===== config.mk =====
export PLATFORM = sky130hd
export DESIGN_NAME = i2c_dyn_seq
export DESIGN_NICKNAME = d
export VERILOG_FILES = /design/src/rtl/i2c_dyn_seq.sv
export SDC_FILE = /design/constraint.sdc
export NUM_CORES = 1
export LEC_CHECK = 0
export CORE_MARGIN = 2
export CORE_UTILIZATION = 55
export DETAILED_ROUTE_END_ITERATION = 12
export GPL_TIMING_DRIVEN = 0
export PLACE_DENSITY = 0.83
export SYNTH_ARGS = -nofsm -noshare
export SYNTH_HDL_FRONTEND = slang
export SYNTH_SLANG_ARGS = --single-unit

===== constraint.sdc =====
create_clock -name clk -period 3.26 [get_ports clk]
set_input_delay 0.652 -clock clk [delete_from_list [all_inputs] [get_ports clk]]
set_output_delay 0.652 -clock clk [all_outputs]
set_load 0.01 [all_outputs]

===== src/rtl/i2c_dyn_seq.sv =====
module i2c_dyn_seq #(
  parameter int DEPTH = 16,
  parameter int DW    = 8
) (
  input  logic                     clk,
  input  logic                     rst_n,
  input  logic                     enable,
  input  logic                     tx_flush,
  input  logic                     cmd_push,
  input  logic [DW+1:0]            cmd_data,
  output logic                     cmd_full,
  output logic [$clog2(DEPTH):0]   cmd_level,
  output logic                     eng_req,
  output logic [2:0]               eng_op,
  output logic [DW-1:0]            eng_wdata,
  output logic                     eng_ack_send,
  input  logic                     eng_done,
  input  logic                     eng_nak,
  input  logic                     eng_arb_lost,
  input  logic [DW-1:0]            eng_rdata,
  input  logic                     eng_bus_busy,
  output logic                     rx_push,
  output logic [DW-1:0]            rx_data,
  input  logic                     rx_full,
  output logic                     ev_tx_empty,
  output logic                     ev_tx_half,
  output logic                     ev_tx_err,
  output logic                     ev_arb_lost,
  output logic                     ev_bus_idle
);
  localparam int AW   = $clog2(DEPTH);
  localparam int EW   = DW + 2;
  localparam int HALF = DEPTH / 2;
  localparam logic [2:0] OP_START = 3'd1, OP_RESTART = 3'd2, OP_WRITE = 3'd3,
                         OP_READ  = 3'd4, OP_STOP    = 3'd5;

  typedef enum logic [2:0] {S_IDLE, S_DEC, S_COND, S_ADDR, S_CNT, S_RD, S_WR, S_STP} st_t;
  st_t st;

  logic [EW-1:0] mem [DEPTH];
  logic [AW-1:0] wp, rp;
  logic [AW:0]   cnt, cnt_q;
  logic [EW-1:0] cur;
  logic [DW-1:0] rem;
  logic          open, skip, pend_stop, busy_q;

  wire [EW-1:0] head    = mem[rp];
  wire          empty   = (cnt == 0);
  wire          push_ok = cmd_push && !cmd_full && !tx_flush;
  wire          pop     = enable && !empty && !tx_flush && (st == S_IDLE || st == S_CNT);

  assign cmd_full     = (cnt == (AW+1)'(DEPTH));
  assign cmd_level    = cnt;
  assign eng_wdata    = cur[DW-1:0];
  assign eng_ack_send = (rem != DW'(1));
  assign ev_tx_empty  = (cnt_q != 0) && (cnt == 0);
  assign ev_tx_half   = (cnt_q > (AW+1)'(HALF)) && (cnt <= (AW+1)'(HALF));

  always_ff @(posedge clk)
    if (push_ok) mem[wp] <= cmd_data;

  always_ff @(posedge clk or negedge rst_n)
    if (!rst_n) begin
      wp <= '0; rp <= '0; cnt <= '0; cnt_q <= '0;
      busy_q <= 1'b0; ev_bus_idle <= 1'b0;
    end else begin
      cnt_q       <= cnt;
      busy_q      <= eng_bus_busy;
      ev_bus_idle <= busy_q && !eng_bus_busy;
      if (tx_flush) begin
        wp <= '0; rp <= '0; cnt <= '0;
      end else begin
        if (push_ok) wp <= wp + 1'b1;
        if (pop)     rp <= rp + 1'b1;
        cnt <= cnt + (AW+1)'(push_ok) - (AW+1)'(pop);
      end
    end

  always_comb begin
    eng_req = 1'b1;
    eng_op  = OP_WRITE;
    case (st)
      S_COND:  eng_op = open ? OP_RESTART : OP_START;
      S_ADDR,
      S_WR:    eng_op = OP_WRITE;
      S_RD:    begin eng_op = OP_READ; eng_req = !rx_full; end
      S_STP:   eng_op = OP_STOP;
      default: eng_req = 1'b0;
    endcase
  end

  always_ff @(posedge clk or negedge rst_n)
    if (!rst_n) begin
      st <= S_IDLE; cur <= '0; rem <= '0;
      open <= 1'b0; skip <= 1'b0; pend_stop <= 1'b0;
      ev_tx_err <= 1'b0; ev_arb_lost <= 1'b0;
      rx_push <= 1'b0; rx_data <= '0;
    end else begin
      ev_tx_err   <= 1'b0;
      ev_arb_lost <= 1'b0;
      rx_push     <= 1'b0;
      case (st)
        S_IDLE:
          if (pop) begin
            cur <= head;
            if (skip) begin
              if (head[DW+1]) skip <= 1'b0;
            end else st <= S_DEC;
          end
        S_DEC: begin
          pend_stop <= cur[DW+1];
          if (cur[DW])  st <= S_COND;
          else if (open) st <= S_WR;
          else           st <= S_IDLE;
        end
        S_COND:
          if (eng_done) begin
            if (eng_arb_lost) begin
              ev_arb_lost <= 1'b1; open <= 1'b0; skip <= !pend_stop; st <= S_IDLE;
            end else begin
              open <= 1'b1; st <= S_ADDR;
            end
          end
        S_ADDR, S_WR:
          if (eng_done) begin
            if (eng_arb_lost) begin
              ev_arb_lost <= 1'b1; open <= 1'b0; skip <= !pend_stop; st <= S_IDLE;
            end else if (eng_nak) begin
              ev_tx_err <= 1'b1; skip <= !pend_stop; st <= S_STP;
            end else if (st == S_ADDR && cur[0]) st <= S_CNT;
            else st <= cur[DW+1] ? S_STP : S_IDLE;
          end
        S_CNT:
          if (pop) begin
            rem       <= head[DW-1:0];
            pend_stop <= head[DW+1];
            if (head[DW-1:0] == '0) st <= head[DW+1] ? S_STP : S_IDLE;
            else                    st <= S_RD;
          end
        S_RD:
          if (eng_done) begin
            if (eng_arb_lost) begin
              ev_arb_lost <= 1'b1; open <= 1'b0; skip <= !pend_stop; st <= S_IDLE;
            end else begin
              rx_push <= 1'b1;
              rx_data <= eng_rdata;
              rem     <= rem - 1'b1;
              if (rem == DW'(1)) begin
                ev_tx_err <= 1'b1;
                st <= pend_stop ? S_STP : S_IDLE;
              end
            end
          end
        S_STP:
          if (eng_done) begin
            open <= 1'b0; st <= S_IDLE;
          end
        default: st <= S_IDLE;
      endcase
    end
endmodule


==> qor.yml <==
end_kind: "flip-flop"
finalPower_w: 0.008156
fmax_mhz: 326.2
syn_to_final_growth_pct: 17.42
fin_nets: 739
drtIter0Drc: 649
placed_cells: 891
fin_crit_ns: 3.066
row_count: 47
clock_latency_ns: 0.50
path_common_cell: "inv_1"
tightest_slew_ns: 1.142
clkSinkCount: 215
grt_pass1_vias: 5716
drive_gt1_share_pct: 14.55
antennaDiodeCount: 0
irDropWorstVdd_v: 0.0005375
maxCapViolations: 0
power_density_nw_per_um2: 758.6
clock-root-buffer: "clkbuf_16"
setup_viol: 0
fin_setup_tns_ns: 0
drt_wl_total_um: 19410
ios: 61
critPathTopFamily: "simple AND/OR/NAND/NOR gates"
synthArstFlopShare_pct: 25.58
r2r-end: "cmd_level[4]"
wire_per_inst_um: 20.91
start_util_pct: 55.81
grt_usage_pct: 22.67
r2r_cells: 15
cp.buffers_inverters: 4
relSlewSlack_pct: 23.60
slowest_stage: "or4b_1"
grt_remaining_overflow: 0
arrival_ns: 3.48
power.leakage_nw: 3.747
syn_avg_cell_area_um2: 15.01
r2r_slack_ns: 0.19
dp_slack_ns: -0.4921
portBuffers: 60
drv_slew: 0
grt_max_degree: 43
dpl.hpwl_um: 12890
gp_congestion: 0.9087
antenna_found_initial: 0
fill_cells: 1075
worst_path_largest_cell_delay_ns: 0.46
fin_worst_skew_ns: 0.01499
clockBufferDepth: 3
cts_max_level: 1
core_um2: 16410
hold_path.class: "in2async"
cts_tree: "built"
mostFrequentLayoutCell: "edfxtp_1"
drt-pass1-iter-count: 5
ys_ff_latch: 215
post-route-drc-count: 0
fin_crit_sh_pct: 94.04
most-common-layout-cells: "160 x edfxtp_1, 59 x clkdlybuf4s50_1, 55 x dfrtp_1"
die-width_um: 133.0
yosys_most_used_dff: "edfxtp_1"
setup.worst_path.start_class: "flip-flop"
worstPathRequired_ns: 3.67
status: "finished clean"
cp_max_fo: 7
die-area_um2: 17700
rsz0062_at_grt: "no"
cts_buffers: 21
fin_util_pct: 65.53
vias: 5653
die_h_um: 133.0
synth_fp_nets: 654
viasPerCell: 6.092
hold_viol: 0
path_cells: "inv_1 -> ha_1 -> or4b_1 -> nand3b_1 -> nor3_2 -> ha_1 -> inv_1 -> ha_1 -> inv_1 -> fa_1 -> inv_1 -> a21oi_1 -> nor2_1 -> or3_1 -> a21oi_1"
syn_inst: 610
synth_area_um2: 9156
synth_edf_count: 160
rr_startpoint: "cmd_level[2]"
yosysSeqAreaShare_pct: 67.50
setup_slack_ns: 0.1942
hold_buffers: 0
synth.distinct_cells: 57
clkTransAtPathRegs_ns: 0.06
yosys_warnings: 0
grt_pass1_wl_um: 31170
final_cells: 928
critical_path_class: "reg2reg"
ant_nets: 0
[cells in the mapped netlist, drive strengths merged, types with 2 or more instances]
master  instances  area share [%]
dfrtp          55              15
nor2           52             2.1
nand4           5            0.41
a22oi          14             1.4
mux4           23             5.7
a21o            3            0.25
nor2b           4            0.27
inv            21            0.86
mux2i          36             3.9
or3             4            0.27
a221oi         18             1.7
o21ai          27             1.5
ha             15             2.0
xor2            3            0.29
a211oi          2            0.22
nor3           15            0.82
nand2b          5            0.34
clkbuf         15            0.61
edfxtp        160              52
buf            21             1.7
a21oi          18             1.0
mux2           10             1.2
or4b            2            0.22
a31oi          15             1.0
o22ai           5            0.34
nand3b          2            0.16
xnor2           4            0.38
nand3           7            0.38
nand2          29             1.2
nor4            3            0.44
[report_power, final]
group	internal, W	switching, W	leakage, nW
clock	0.00141	0.000960	0.324
sequential	0.00324	0.000222	2.13
combinational	0.00112	0.00121	1.29
total	0.00576	0.00240	3.75
[stage by stage]
step,cell area (um^2),hold slack [ns]
2_1_floorplan,9156,0.3564
4_1_cts,10740,0.06563
3_5_place_dp,10070,0.4232
6_report,10750,0.06993
3_3_place_gp,10030,0.4124
5_1_grt,10750,0.08180
[routing by layer]
metal | global-route usage [%] | wire length, um
met5 | 0 | 0
met4 | 7.228 | 363
met3 | 3.525 | 1451
met2 | 38.98 | 9988
met1 | 29.97 | 7602
[flip-flops by register name, summed over array words and instances (netlist names), 3 cells and up]
signal     cells
rem            8
rp             4
mem          160
wp             4
cur           10
cnt_q          5
rx_data        8
cmd_level      5
st             3
[worst max-delay path by stage]
stage / from / end / depth (start not counted)
floorplan: cmd_level[2] / cmd_level[4] / 15
global placement: tx_flush / cmd_level[4] / 13
detailed placement: tx_flush / cmd_level[4] / 13
CTS: st[0] / eng_op[0] / 5
global route: cmd_level[2] / cmd_level[4] / 15
finish: cmd_level[2] / cmd_level[4] / 15
[final cells by class]
class	instances	area, um^2	area share (%)
multi-input combinational	337	2708	25.18
buffer	36	211.5	1.967
clock inverter	14	141.4	1.315
sequential	215	6181	57.49
inverter	22	82.58	0.7681
timing repair buffer	62	623.1	5.795
clock buffer	22	529.3	4.923
tap	220	275.3	2.560
[cells by family (layout without fill, tap and decap cells)]
kind of cell / after synthesis / count (layout) / share of synthesized area (%)
buf+inv: 58 / 156 / 3.198
flops: 215 / 215 / 67.50
mux: 69 / 69 / 10.82
xor+xnor: 7 / 7 / 0.6696
simple gates: 130 / 130 / 6.805
fa+ha+maj: 17 / 17 / 2.378
compound gates: 114 / 114 / 8.623
[repair_timing]
action                     CTS  global route
buffers inserted             0             1
gates cloned                 0             0
pin swaps                    0             1
setup endpoints to repair    1             3
resized for setup            1             2
Power figures use the tool's default switching activity.
